==> config.mk <==
export PLATFORM = sky130hd
export DESIGN_NAME = lock_arbiter
export DESIGN_NICKNAME = d
export VERILOG_FILES = /design/src/rtl/arb_pkg.sv /design/src/rtl/arb_prio_pick.sv /design/src/rtl/arb_ctrl.sv /design/src/rtl/arb_grant_drv.sv /design/src/rtl/lock_arbiter.sv
export SDC_FILE = /design/constraint.sdc
export NUM_CORES = 1
export LEC_CHECK = 0
export BUFFER_PORTS_ARGS = -buffer_cell sky130_fd_sc_hd__buf_2
export CAP_MARGIN = 10
export CORE_AREA = 2 2 39 41
export CTS_BUF_LIST = sky130_fd_sc_hd__clkbuf_8
export DETAILED_ROUTE_END_ITERATION = 12
export DIE_AREA = 0 0 41 43
export PLACE_DENSITY = 0.46
export SLEW_MARGIN = 30
export SYNTH_ARGS = -nofsm -noshare
export SYNTH_HDL_FRONTEND = slang
export SYNTH_SLANG_ARGS = --single-unit
export TNS_END_PERCENT = 20
==> constraint.sdc <==
create_clock -name clk -period 1.5 [get_ports clk]
set_input_delay 0.3 -clock clk [delete_from_list [all_inputs] [get_ports clk]]
set_output_delay 0.3 -clock clk [all_outputs]
set_load 0.02 [all_outputs]
==> src/rtl/arb_pkg.sv <==
package arb_pkg;

    // Ownership state of the shared bus
    typedef enum logic [1:0] {
        ARB_IDLE = 2'd0,   // nobody owns the bus
        ARB_OWN  = 2'd1,   // owner holds bus and its grant
        ARB_HELD = 2'd2    // owner holds bus under lock, grant withdrawn
    } arb_state_e;

    // Only a fully owned bus drives a grant
    function automatic logic arb_drives_grant(arb_state_e st);
        return st == ARB_OWN;
    endfunction

endpackage

==> src/rtl/arb_prio_pick.sv <==
module arb_prio_pick #(
    parameter int N_MASTERS = 4,
    localparam int IW = (N_MASTERS > 1) ? $clog2(N_MASTERS) : 1
) (
    input  logic [N_MASTERS-1:0] req,
    output logic                 found,
    output logic [IW-1:0]        idx
);

    // Lowest index wins: scan from the top so lower indices overwrite
    always_comb begin
        found = 1'b0;
        idx   = '0;
        for (int i = N_MASTERS - 1; i >= 0; i--) begin
            if (req[i]) begin
                found = 1'b1;
                idx   = IW'(i);
            end
        end
    end

endmodule

==> src/rtl/arb_ctrl.sv <==
module arb_ctrl
    import arb_pkg::*;
#(
    parameter int N_MASTERS = 4,
    localparam int IW = (N_MASTERS > 1) ? $clog2(N_MASTERS) : 1
) (
    input  logic                 clk,
    input  logic                 rst,
    input  logic [N_MASTERS-1:0] req,
    input  logic                 locked,
    output arb_state_e           state,
    output logic [IW-1:0]        owner
);

    logic                 pick_found;
    logic [IW-1:0]        pick_idx;
    logic [N_MASTERS-1:0] above_owner;
    logic                 higher_pend;
    logic                 owner_req;
    arb_state_e           state_d;
    logic [IW-1:0]        owner_d;

    arb_prio_pick #(.N_MASTERS(N_MASTERS)) u_pick (
        .req   (req),
        .found (pick_found),
        .idx   (pick_idx)
    );

    // Requests from masters that outrank the owner
    for (genvar g = 0; g < N_MASTERS; g++) begin : g_above
        assign above_owner[g] = req[g] && (IW'(g) < owner);
    end

    assign higher_pend = |above_owner;
    assign owner_req   = req[owner];

    always_comb begin
        state_d = state;
        owner_d = owner;
        unique case (state)
            ARB_IDLE: begin
                if (!locked && pick_found) begin
                    state_d = ARB_OWN;
                    owner_d = pick_idx;
                end
            end
            ARB_OWN: begin
                if (locked) begin
                    if (higher_pend) state_d = ARB_HELD;
                end else if (!owner_req || higher_pend) begin
                    state_d = ARB_IDLE;
                end
            end
            ARB_HELD: begin
                if (!locked) state_d = ARB_IDLE;
            end
            default: state_d = ARB_IDLE;
        endcase
    end

    always_ff @(posedge clk) begin
        if (rst) begin
            state <= ARB_IDLE;
            owner <= '0;
        end else begin
            state <= state_d;
            owner <= owner_d;
        end
    end

    // A withdrawn grant only ever returns through an idle cycle
    assert_held_exit_R9: assert property (@(posedge clk) disable iff (rst)
        (state == ARB_HELD) |=> (state != ARB_OWN));

endmodule

==> src/rtl/arb_grant_drv.sv <==
module arb_grant_drv
    import arb_pkg::*;
#(
    parameter int N_MASTERS = 4,
    localparam int IW = (N_MASTERS > 1) ? $clog2(N_MASTERS) : 1
) (
    input  logic                 clk,
    input  logic                 rst,
    input  logic                 locked,
    input  arb_state_e           state,
    input  logic [IW-1:0]        owner,
    output logic [N_MASTERS-1:0] gnt_n
);

    logic drive;
    assign drive = arb_drives_grant(state);

    for (genvar g = 0; g < N_MASTERS; g++) begin : g_gnt
        assign gnt_n[g] = !(drive && (owner == IW'(g)));
    end

    assert_onehot_R2: assert property (@(posedge clk) disable iff (rst)
        $countones(~gnt_n) <= 1);

    assert_idle_gap_R5: assert property (@(posedge clk) disable iff (rst)
        (gnt_n != '1) |=> ((gnt_n == $past(gnt_n)) || (gnt_n == '1)));

    assert_lock_nogrant_R7: assert property (@(posedge clk) disable iff (rst)
        (locked && (gnt_n == '1)) |=> (gnt_n == '1));

endmodule

==> src/rtl/lock_arbiter.sv <==
module lock_arbiter
    import arb_pkg::*;
#(
    parameter int N_MASTERS = 4,
    localparam int IW = (N_MASTERS > 1) ? $clog2(N_MASTERS) : 1
) (
    input  logic                 clk,
    input  logic                 rst,
    input  logic [N_MASTERS-1:0] req_n,
    input  logic                 lock_n,
    output logic [N_MASTERS-1:0] gnt_n
);

    logic [N_MASTERS-1:0] req;
    logic                 locked;
    arb_state_e           state;
    logic [IW-1:0]        owner;

    assign req    = ~req_n;
    assign locked = ~lock_n;

    arb_ctrl #(.N_MASTERS(N_MASTERS)) u_ctrl (
        .clk    (clk),
        .rst    (rst),
        .req    (req),
        .locked (locked),
        .state  (state),
        .owner  (owner)
    );

    arb_grant_drv #(.N_MASTERS(N_MASTERS)) u_gnt (
        .clk    (clk),
        .rst    (rst),
        .locked (locked),
        .state  (state),
        .owner  (owner),
        .gnt_n  (gnt_n)
    );

    // Port-level view: grant one-hot and requests that outrank it
    logic [N_MASTERS-1:0] gnt_oh;
    logic [N_MASTERS-1:0] outrank;
    assign gnt_oh  = ~gnt_n;
    assign outrank = req & (gnt_oh - N_MASTERS'(1));

    assert_hold_R4: assert property (@(posedge clk) disable iff (rst)
        (lock_n && (gnt_oh != '0) && ((req & gnt_oh) != '0) && (outrank == '0))
        |=> $stable(gnt_n));

    assert_withdraw_R8: assert property (@(posedge clk) disable iff (rst)
        (!lock_n && (gnt_oh != '0) && (outrank != '0)) |=> (gnt_n == '1));

    assert_keep_R10: assert property (@(posedge clk) disable iff (rst)
        (!lock_n && (gnt_oh != '0) && (outrank == '0)) |=> $stable(gnt_n));

endmodule

==> impl_metrics.py, run 1 <==
metrics = {
    "timing": {
        "fmaxAchievable_mhz": 706,
        "finalCriticalPeriod_ns": 1.42,
        "finClkSkew_ns": 0.00309,
        "final-max-slew-violation-count": 0,
        "final_min_period_over_clock_period_pct": 94.5,
        "grt_setup_unrepaired": "false",
        "fin_tns_setup_ns": 0,
        "worst-slew-pin-transition_ns": 0.343,
        "setup-violations-final": 0,
        "count_of_final_hold_check_violations": 0,
        "max-slew-margin-rel_pct": 77.0,
    },
    "synth": {
        "synth_most_common_cell": "sky130_fd_sc_hd__nand2_1",
        "synth_ff_type": "sky130_fd_sc_hd__dfxtp_1",
        "synth_cells": 33,
        "yosysSeqAreaShare_pct": 31.2,
        "leading_cell_types_by_count_after_synthesis": "sky130_fd_sc_hd__nand2_1 (8), sky130_fd_sc_hd__dfxtp_1 (4), sky130_fd_sc_hd__nor2_1 (4)",
        "postSynthNetCount": 40,
        "async_reset_ff_share_pct": 0,
        "synth_largest_area_cell": "sky130_fd_sc_hd__dfxtp_1",
        "synth_area_per_cell_um2": 7.77,
        "yosysTopAreaCellShare_pct": 31.2,
        "yosys_warnings": 0,
        "synthDistinctLibCells": 16,
        "synthesis_stage_register_bit_count": 4,
        "syn_area_um2": 256,
        "synth-edff-count": 0,
        "synthTopCellsByArea": "sky130_fd_sc_hd__dfxtp_1 (31%), sky130_fd_sc_hd__nand2_1 (12%), sky130_fd_sc_hd__mux4_2 (8.8%), sky130_fd_sc_hd__a211oi_1 (5.9%), sky130_fd_sc_hd__nor2_1 (5.9%)",
    },
    "detailed_routing": {
        "wl_per_cell_um": 11.0,
        "antenna_violating_nets_post_route": 0,
        "first_iter_violations": 16,
        "routed_via_density": 4.82,
        "detail_route.first_pass.iterations": 4,
        "totalWireLength_um": 681,
        "vias": 299,
        "drt_drc_violations_left": 0,
    },
    "floorplanning": {
        "design.die.area_um2": 1760,
        "floorplan.initialDensity_pct": 18.5,
        "floorplan.io_pins": 11,
        "die_boundary_height_um": 43,
        "rows": 14,
        "core_area_um2": 1380,
        "die_w_um": 41,
    },
    "worst_setup_path": {
        "register_to_register_path_setup_slack_ns": 0.30,
        "crit_path_max_fanout": 5,
        "critPathLaunch": "u_ctrl.state[1]$_SDFFE_PP0P_",
        "startpoint_type": "flop",
        "slowest_stage": "sky130_fd_sc_hd__dfxtp_1",
        "critical_path_arrival_ns": 1.12,
        "crit_path_end_kind": "output pin",
        "critical_path.reg2reg.endpoint": "u_ctrl.state[0]$_SDFFE_PP0P_",
        "reg2reg_start": "u_ctrl.owner[0]$_SDFFE_PP0P_",
        "crit_path_cell_trace": "nand2b_2, nor2_1, nand2_1, buf_2",
        "critPathMaxStageDelay_ns": 0.32,
        "worst_setup_path_endpoint": "gnt_n[2]",
        "cp_data_required_time_ns": 1.20,
        "worst-setup-path-type": "flop to output pin",
        "cell_count_of_the_worst_reg_to_reg_path": 3,
    },
    "cells_and_area": {
        "postLayoutCoreUtil_pct": 26.8,
        "filler_cell_count_in_the_final_layout": 152,
        "synthToLayoutAreaGrowth_pct": 44.4,
        "drive_above_1_share_pct": 34.8,
        "final_net_count": 55,
        "multi_input_area_um2": 171,
        "register_area_um2": 80.1,
        "n_antenna_cell": 0,
    },
    "flow_run": {
        "max-cap-violations": 0,
    },
    "power_and_ir_drop": {
        "power.clock.fraction_pct": 53.2,
        "sequentialPowerShare_pct": 29.2,
        "power.leakage_uw": 0.000143,
        "internal_power_uw": 322,
        "comb_power_share_pct": 17.6,
        "worst_vdd_ir_mv": 0.354,
        "total_switching_power_uw": 115,
        "power_density_nw_per_um2": 1180,
        "switching_share_pct": 26.4,
        "power.total_uw": 437,
    },
    "global_routing": {
        "first_global_vias": 262,
        "grt-ovfl-total": 0,
        "grt_most_used_layer": "met4",
        "met3_routing_resource_usage_after_global_routing_pct": 4.71,
        "grt_max_degree": 7,
        "grt_first_pass_wirelength_um": 1060,
        "grt_util_met1_pct": 11.3,
        "gr_met2_demand_resource_pct": 11.9,
        "antenna_found_initial": 0,
        "globalRouteTotalUtil_pct": 10.1,
    },
    "clocking": {
        "cts_buffers": 3,
        "tritoncts": "built",
        "clkLatencyLatePin_ns": 0.22,
        "clock_sink_count": 4,
        "ctsRootBufferMaster": "sky130_fd_sc_hd__clkbuf_8",
        "clockBufferDepth": 2,
        "postCtsHoldBufs": 0,
        "clkSlewWorstSetupHoldPaths_ns": 0.03,
        "htree_levels": 1,
    },
    "outcome": {
        "run_status": "finished, final reports clean",
    },
    "placed_design": {
        "io_buffer_count": 10,
        "dp_hpwl_um": 505,
        "place.gp.congestion": 0.760,
    },
    "worst_hold_path": {
        "hp-class": "input port to flop",
    },
}
[state kept, by name (all words and copies together), names as in the netlist]
signal        flops
u_ctrl.owner      2
u_ctrl.state      2
[logic make-up (layout without fill, tap and decap cells)]
family | Yosys count | in the layout | share of synthesized area [%]
DFF | 4 | 4 | 31.2
and+or+nand+nor | 17 | 17 | 33.7
buffers and inverters | 2 | 15 | 2.93
muxes | 1 | 1 | 8.78
AOI/OAI and AO/OA | 9 | 9 | 23.4
[power by group through the flow]
| stage | sequential (uW) | clock (uW) | combinational, uW |
|---|---|---|---|
| 2_1_floorplan | 126 | 0 | 50.1 |
| 3_3_place_gp | 129 | 0 | 75.9 |
| 3_5_place_dp | 129 | 0 | 75.3 |
| 4_1_cts | 127 | 238 | 76.1 |
| 5_1_grt | 129 | 252 | 85.9 |
| 6_report | 127 | 232 | 77.0 |
[per-layer routing]
| metal | vias to the layer above | part of all wire [%] | wire length [um] |
|---|---|---|---|
| li1 | 147 | - | - |
| met1 | 132 | 47 | 320 |
| met2 | 18 | 44 | 300 |
| met3 | 2 | 6.5 | 44 |
| met4 | 0 | 2.3 | 16 |
| met5 | - | 0 | 0 |
[per-stage QoR]
step	std cells	area [um^2]	hold slack [ns]	setup slack [ns]
floorplan	33	256	0.373	0.357
global placement	59	327	0.553	0.281
detailed placement	59	327	0.550	0.291
CTS	62	368	0.324	0.0665
global route	62	370	0.341	0.0171
finish	62	370	0.334	0.0830
[layout make-up]
class	instances	area share (%)
multi-input cells	27	46.3
flip-flops and latches	4	21.6
inverters	2	2.03
clock buffers	3	11.1
repair buffers	10	13.5
well taps	16	5.41
[what timing repair did]
action	in CTS	in global routing
buffers inserted	0	0
resized for setup	0	1
endpoints found under the setup margin	0	2
[critical path: cells and delay by family (launching register included)]
family                 cells  cell delay (ns)
and+or+nand+nor            3             0.42
DFF                        1             0.32
buffers and inverters      1             0.16
[layout by cell type, fill, tap and decap left out, types with 2 or more instances in the layout]
cell type                  netlist  routed
sky130_fd_sc_hd__a21oi_1         2       2
sky130_fd_sc_hd__buf_2           0      10
sky130_fd_sc_hd__nand2_1         8       8
sky130_fd_sc_hd__a211oi_1        2       2
sky130_fd_sc_hd__o21ai_0         2       2
sky130_fd_sc_hd__dfxtp_1         4       4
sky130_fd_sc_hd__nor2_1          4       4
sky130_fd_sc_hd__clkbuf_8        0       3
sky130_fd_sc_hd__inv_1           2       2
[worst min-delay path by stage]
stage          startpoint                           end  slack [ns]  depth (start not counted)
6_report              rst  u_ctrl.owner[0]$_SDFFE_PP0P_        0.33                          2
5_1_grt            lock_n  u_ctrl.state[1]$_SDFFE_PP0P_        0.34                          2
4_1_cts               rst  u_ctrl.owner[0]$_SDFFE_PP0P_        0.32                          2
3_5_place_dp          rst  u_ctrl.owner[0]$_SDFFE_PP0P_        0.55                          2
3_3_place_gp       lock_n  u_ctrl.state[1]$_SDFFE_PP0P_        0.55                          2
2_1_floorplan         rst  u_ctrl.owner[0]$_SDFFE_PP0P_        0.37                          1
(Power assumes the default switching activity.)
==> inputs of run 2 (changes only) <==
- PLACE_DENSITY: 0.46 -> 0.52
- SYNTH_HIERARCHICAL: not set -> 1
==> run 2 against run 1 <==
Effect of this change:
- the flow now finishes with violations (setup timing)
- register-to-register slack lost 0.15 ns
- routed wire length is 8.7% higher
- setup slack got worse by 0.084 ns
- critical path depth fell by 2
- non-clock buffer count up 5
- maximum frequency decreased by 5.6%
- clock power fell by 5%
- combinational power grew 35%
- die area stayed put
- via count grew 10%
- largest power group unchanged
- final cell count grew 16%
- first-iteration DRC count shrank 50%
- highest routed layer is now met3
==> impl_metrics.py, run 2 <==
metrics = {
    "outcome": {
        "run_status": "complete, but fails checks",
        "violated_checks": "setup timing",
    },
    "placed_design": {
        "io_buffer_count": 10,
        "dp_hpwl_um": 571,
        "preCtsSetupSlack_ns": 0.111,
        "place.gp.congestion": 0.710,
    },
    "worst_setup_path": {
        "critPathLaunch": "u_ctrl/state[1]$_SDFFE_PP0P_",
        "critPathMaxStageDelay_ns": 0.51,
        "reg2reg_start": "u_ctrl/state[1]$_SDFFE_PP0P_",
        "crit_path_end_kind": "output pin",
        "crit_path_cell_trace": "or4b_4, buf_6",
        "cell_count_of_the_worst_reg_to_reg_path": 4,
        "slowest_stage": "sky130_fd_sc_hd__or4b_4",
        "cp_data_required_time_ns": 1.20,
        "worst_setup_path_endpoint": "gnt_n[0]",
        "worst-setup-path-type": "flop to output pin",
        "startpoint_type": "flop",
        "critical_path.reg2reg.endpoint": "u_ctrl/state[0]$_SDFFE_PP0P_",
        "critical_path_arrival_ns": 1.20,
        "register_to_register_path_setup_slack_ns": 0.15,
        "crit_path_max_fanout": 2,
    },
    "cells_and_area": {
        "postLayoutCoreUtil_pct": 35.4,
        "layout.cells.most_common_list": "sky130_fd_sc_hd__buf_2 (9), sky130_fd_sc_hd__inv_1 (8), sky130_fd_sc_hd__buf_4 (5), sky130_fd_sc_hd__nor2_1 (4), sky130_fd_sc_hd__clkbuf_8 (3)",
        "synthToLayoutAreaGrowth_pct": 50.4,
        "drive_above_1_share_pct": 48.2,
        "n_antenna_cell": 0,
        "reg.largest.list": "u_ctrl/owner x2, u_ctrl/state x2",
        "final_net_count": 65,
        "filler_cell_count_in_the_final_layout": 161,
        "final_common_cell": "sky130_fd_sc_hd__buf_2",
    },
    "timing": {
        "setup-violations-final": 1,
        "worst-slew-pin-transition_ns": 0.393,
        "worst_slack_ns": -0.00137,
        "grt_setup_unrepaired": "true",
        "max-slew-margin-rel_pct": 73.7,
        "final-max-slew-violation-count": 0,
        "finalCriticalPeriod_ns": 1.50,
        "fmaxAchievable_mhz": 666,
        "fin_tns_setup_ns": -0.00137,
        "finClkSkew_ns": 0.000117,
        "final_min_period_over_clock_period_pct": 100,
        "count_of_final_hold_check_violations": 0,
    },
    "floorplanning": {
        "rows": 14,
        "die_w_um": 41,
        "floorplan.io_pins": 11,
        "floorplan.initialDensity_pct": 23.5,
        "design.die.area_um2": 1760,
        "die_boundary_height_um": 43,
        "core_area_um2": 1380,
    },
    "synth": {
        "synth-edff-count": 0,
        "async_reset_ff_share_pct": 0,
        "yosys_warnings": 6,
        "synth_most_common_cell": "sky130_fd_sc_hd__inv_1",
        "yosysTopAreaCellShare_pct": 24.6,
        "leading_cell_types_by_count_after_synthesis": "sky130_fd_sc_hd__inv_1 (8), sky130_fd_sc_hd__dfxtp_1 (4), sky130_fd_sc_hd__nor2_1 (4)",
        "yosysSeqAreaShare_pct": 24.6,
        "synth_largest_area_cell": "sky130_fd_sc_hd__dfxtp_1",
        "synth_ff_type": "sky130_fd_sc_hd__dfxtp_1",
        "synth_cells": 38,
        "synthesis_stage_register_bit_count": 4,
        "synthDistinctLibCells": 22,
        "synthTopCellsByArea": "sky130_fd_sc_hd__dfxtp_1 (25%), sky130_fd_sc_hd__inv_1 (9.2%), sky130_fd_sc_hd__nor4b_4 (7.3%), sky130_fd_sc_hd__nand4bb_1 (6.9%), sky130_fd_sc_hd__mux2i_1 (6.2%)",
        "synth_area_per_cell_um2": 8.56,
        "syn_area_um2": 325,
        "postSynthNetCount": 45,
    },
    "global_routing": {
        "first_global_vias": 324,
        "globalRouteTotalUtil_pct": 11.3,
        "grt-ovfl-total": 0,
        "antenna_found_initial": 0,
        "grt_max_degree": 8,
        "grt_first_pass_wirelength_um": 1320,
    },
    "flow_run": {
        "max-cap-violations": 0,
    },
    "clocking": {
        "htree_levels": 1,
        "tritoncts": "built",
        "cts_buffers": 3,
        "ctsRootBufferMaster": "sky130_fd_sc_hd__clkbuf_8",
        "clockBufferDepth": 2,
        "clkLatencyLatePin_ns": 0.21,
        "clkSlewWorstSetupHoldPaths_ns": 0.03,
        "clock_sink_count": 4,
        "postCtsHoldBufs": 0,
    },
    "detailed_routing": {
        "detail_route.first_pass.iterations": 4,
        "totalWireLength_um": 740,
        "vias": 330,
        "drt_drc_violations_left": 0,
        "routed_via_density": 4.58,
        "wl_per_cell_um": 10.3,
        "antenna_violating_nets_post_route": 0,
        "first_iter_violations": 8,
    },
    "worst_hold_path": {
        "hp-class": "input port to flop",
    },
    "power_and_ir_drop": {
        "power.total_uw": 444,
        "worst_vdd_ir_mv": 0.468,
        "power_density_nw_per_um2": 908,
        "power.leakage_uw": 0.000234,
    },
}
==> run 2: changes by cell type after synthesis, moves of 2 or more <==
cell                        previous run  this run
sky130_fd_sc_hd__nand4bb_1             0         2
sky130_fd_sc_hd__a211oi_1              2         0
sky130_fd_sc_hd__mux2i_1               0         2
sky130_fd_sc_hd__nand2_1               8         2
sky130_fd_sc_hd__inv_1                 2         8
==> run 2: per-stage QoR <==
stage | cells | hold slack [ns] | area, um^2
after floorplan | 38 | 0.366 | 325
after global placement | 68 | 0.538 | 425
after detailed placement | 68 | 0.548 | 425
after CTS | 72 | 0.313 | 489
after global routing | 72 | 0.323 | 489
final | 72 | 0.311 | 489
==> run 2: logic make-up (layout without fill, tap and decap cells) <==
kind of cell    after synthesis  in the layout  share of synthesized area [%]
flops                         4              4                           24.6
mux                           3              3                           9.62
buf+inv                       9             27                           10.4
compound gates                6              6                           15.8
simple gates                 16             16                           39.6
==> run 2: what timing repair did <==
action / in CTS / in global routing
resized for setup: 6 / 0
endpoints found under the hold margin: 0 / 0
setup endpoints to repair: 1 / 1
pin swaps: 1 / 0
buffers inserted: 1 / 0
==> run 2: area by class of cell <==
class                      instances  area (um^2)  share of cell area, %
multi-input combinational         25          215                   44.0
timing repair buffer              15         93.8                   19.2
sequential                         4         85.1                   17.4
clock buffer                       3         41.3                   8.44
inverter                           9         33.8                   6.91
tap                               16         20.0                   4.09
==> run 2: worst min-delay path by stage <==
stage                     cells after the start  start                      endpoint
after floorplan                               1    rst  u_ctrl/state[0]$_SDFFE_PP0P_
after global placement                        2    rst  u_ctrl/state[0]$_SDFFE_PP0P_
after detailed placement                      2    rst  u_ctrl/state[0]$_SDFFE_PP0P_
after CTS                                     2    rst  u_ctrl/state[0]$_SDFFE_PP0P_
after global routing                          2    rst  u_ctrl/state[0]$_SDFFE_PP0P_
final                                         2    rst  u_ctrl/state[0]$_SDFFE_PP0P_
==> run 2: layer usage <==
| layer | track usage [%] | wire length, um |
|---|---|---|
| met5 | 0 | 0 |
| met4 | 8.00 | 0 |
| met3 | 3.14 | 29 |
| met2 | 16.6 | 401 |
| met1 | 13.2 | 309 |
==> run 2: where the power goes <==
group / total (uW) / switching [uW] / internal [uW]
Combinational: 104 / 49.8 / 54.0
Clock: 220 / 49.8 / 171
Sequential: 120 / 6.08 / 114
==> run 2: critical path, delay by kind of cell (launching register included) <==
family	cells	cell delay [ns]
DFF	1	0.33
and+or+nand+nor	1	0.51
buffers and inverters	1	0.15
==> inputs of run 3 (changes only) <==
- CAP_MARGIN: 10 -> not set
- GPL_TIMING_DRIVEN: not set -> 0
- PLACE_DENSITY: 0.52 -> 0.53
- clock period: 1.5 -> 1.3 ns (I/O delays scaled with it)
==> run 3 against run 2 <==
Effect of this change:
- the flow still finishes with violations (setup timing)
- final area is the same
- clock skew grew 0.0012 ns
- total power is 15% higher
- first-iteration DRC count is 100% lower
- largest cell class unchanged
- non-clock buffer count fell by 1
- utilization did not move
- register-to-register slack got worse by 0.20 ns
==> impl_metrics.py, run 3 (synthesis results as in run 2) <==
metrics = {
    "global_routing": {
        "globalRouteTotalUtil_pct": 10.6,
        "grt-ovfl-total": 0,
        "grt_max_degree": 9,
        "grt_first_pass_wirelength_um": 1220,
        "antenna_found_initial": 0,
        "first_global_vias": 333,
    },
    "timing": {
        "worst_slack_ns": -0.172,
        "finClkSkew_ns": 0.00131,
        "fmaxAchievable_mhz": 679,
        "setup-violations-final": 3,
        "finalCriticalPeriod_ns": 1.47,
        "worst-slew-pin-transition_ns": 0.386,
        "hold_slack_ns": 0.266,
        "fin_tns_setup_ns": -0.227,
        "grt_setup_unrepaired": "true",
        "final-max-slew-violation-count": 0,
        "count_of_final_hold_check_violations": 0,
        "final_min_period_over_clock_period_pct": 113,
        "max-slew-margin-rel_pct": 74.2,
    },
    "clocking": {
        "tritoncts": "built",
        "cts_buffers": 3,
        "clkSlewWorstSetupHoldPaths_ns": 0.03,
        "clock_sink_count": 4,
        "clkLatencyLatePin_ns": 0.21,
        "postCtsHoldBufs": 0,
        "htree_levels": 1,
        "clockBufferDepth": 2,
        "ctsRootBufferMaster": "sky130_fd_sc_hd__clkbuf_8",
    },
    "cells_and_area": {
        "final_common_cell": "sky130_fd_sc_hd__buf_2",
        "reg.largest.list": "u_ctrl/owner x2, u_ctrl/state x2",
        "postLayoutCoreUtil_pct": 35.4,
        "fin_cells": 71,
        "n_antenna_cell": 0,
        "filler_cell_count_in_the_final_layout": 157,
        "multi_input_area_um2": 215,
        "register_area_um2": 92.6,
        "final_net_count": 64,
        "layout.cells.most_common_list": "sky130_fd_sc_hd__buf_2 (9), sky130_fd_sc_hd__inv_1 (8), sky130_fd_sc_hd__buf_4 (4), sky130_fd_sc_hd__nor2_1 (4)",
        "drive_above_1_share_pct": 50.9,
        "synthToLayoutAreaGrowth_pct": 50.4,
    },
    "power_and_ir_drop": {
        "worst_vdd_ir_mv": 0.427,
        "power.leakage_uw": 0.000230,
        "power_density_nw_per_um2": 1050,
    },
    "flow_run": {
        "max-cap-violations": 0,
    },
    "outcome": {
        "run_status": "complete, but fails checks",
        "violated_checks": "setup timing",
    },
    "detailed_routing": {
        "wirelength_met1_um": 323,
        "vias": 318,
        "detail_route.first_pass.iterations": 1,
        "topRoutingLayerUsed": "met3",
        "detailroute.wirelength.met3_um": 25,
        "met2_routed_length_um": 429,
        "wl_per_cell_um": 11.0,
        "antenna_violating_nets_post_route": 0,
        "routed_via_density": 4.48,
        "drt_drc_violations_left": 0,
        "totalWireLength_um": 778,
        "first_iter_violations": 0,
    },
    "worst_setup_path": {
        "crit_path_max_fanout": 2,
        "startpoint_type": "flop",
        "worst-setup-path-type": "flop to output pin",
        "cell_count_of_the_worst_reg_to_reg_path": 4,
        "cp_data_required_time_ns": 1.04,
        "crit_path_end_kind": "output pin",
        "critical_path_arrival_ns": 1.21,
    },
    "floorplanning": {
        "floorplan.io_pins": 11,
        "rows": 14,
        "design.die.area_um2": 1760,
        "floorplan.initialDensity_pct": 23.5,
        "die_w_um": 41,
        "die_boundary_height_um": 43,
        "core_area_um2": 1380,
    },
    "worst_hold_path": {
        "hp-class": "input port to flop",
        "holdPathStages": 2,
    },
    "placed_design": {
        "numPlacedInstances": 64,
        "preCtsSetupSlack_ns": -0.0690,
        "io_buffer_count": 10,
        "dp_hpwl_um": 509,
        "place.gp.congestion": 0.632,
    },
}
==> run 3: changes by cell type in the layout (fill, tap and decap cells not counted), sizes merged <==
cell  before  now
buf       15   14
==> run 3: worst paths after layout <==
check,startpoint,end,slack [ns]
max,u_ctrl/owner[0]$_SDFFE_PP0P_,gnt_n[0],-0.17
min,rst,u_ctrl/state[0]$_SDFFE_PP0P_,0.27
max reg2reg,u_ctrl/state[0]$_SDFFE_PP0P_,u_ctrl/state[0]$_SDFFE_PP0P_,-0.05
min reg2reg,u_ctrl/owner[1]$_SDFFE_PP0P_,u_ctrl/owner[1]$_SDFFE_PP0P_,0.57
==> run 3: layout make-up <==
| cell class | instances | share of cell area [%] |
|---|---|---|
| multi-input cells | 25 | 44.0 |
| inverters | 9 | 6.91 |
| clock buffers | 3 | 8.44 |
| repair buffers | 14 | 17.6 |
| well taps | 16 | 4.09 |
| flip-flops and latches | 4 | 18.9 |
==> run 3: report_power, final <==
group	total (uW)	internal, uW	leakage, uW	switching [uW]
clock network	254	197	0.0000216	57.1
logic	118	62.8	0.000173	55.0
registers	141	131	0.0000353	9.95
total	512	390	0.000230	122
==> run 3: stage by stage <==
stage,power [uW],instance area [um^2]
floorplan,211,325
global route,538,489
CTS,513,474
finish,512,489
detailed placement,237,395
global placement,236,395
==> run 3: metal layers <==
| layer | global-route usage [%] | up-vias |
|---|---|---|
| met5 | 0 | - |
| met4 | 10.0 | 0 |
| met3 | 1.57 | 0 |
| met2 | 18.1 | 5 |
| met1 | 9.65 | 143 |
| li1 | - | 170 |
==> run 3: timing repair <==
item / in CTS / in global routing
resized for setup: 10 / 0
setup buffers: 2 / 2
pin swaps: 2 / 0
endpoints found under the setup margin: 1 / 7
==> run 3: worst max-delay path: stages (launching register included) <==
cell                      delay, ns
sky130_fd_sc_hd__dfxtp_4       0.33
sky130_fd_sc_hd__or4b_4        0.52
sky130_fd_sc_hd__buf_6         0.14
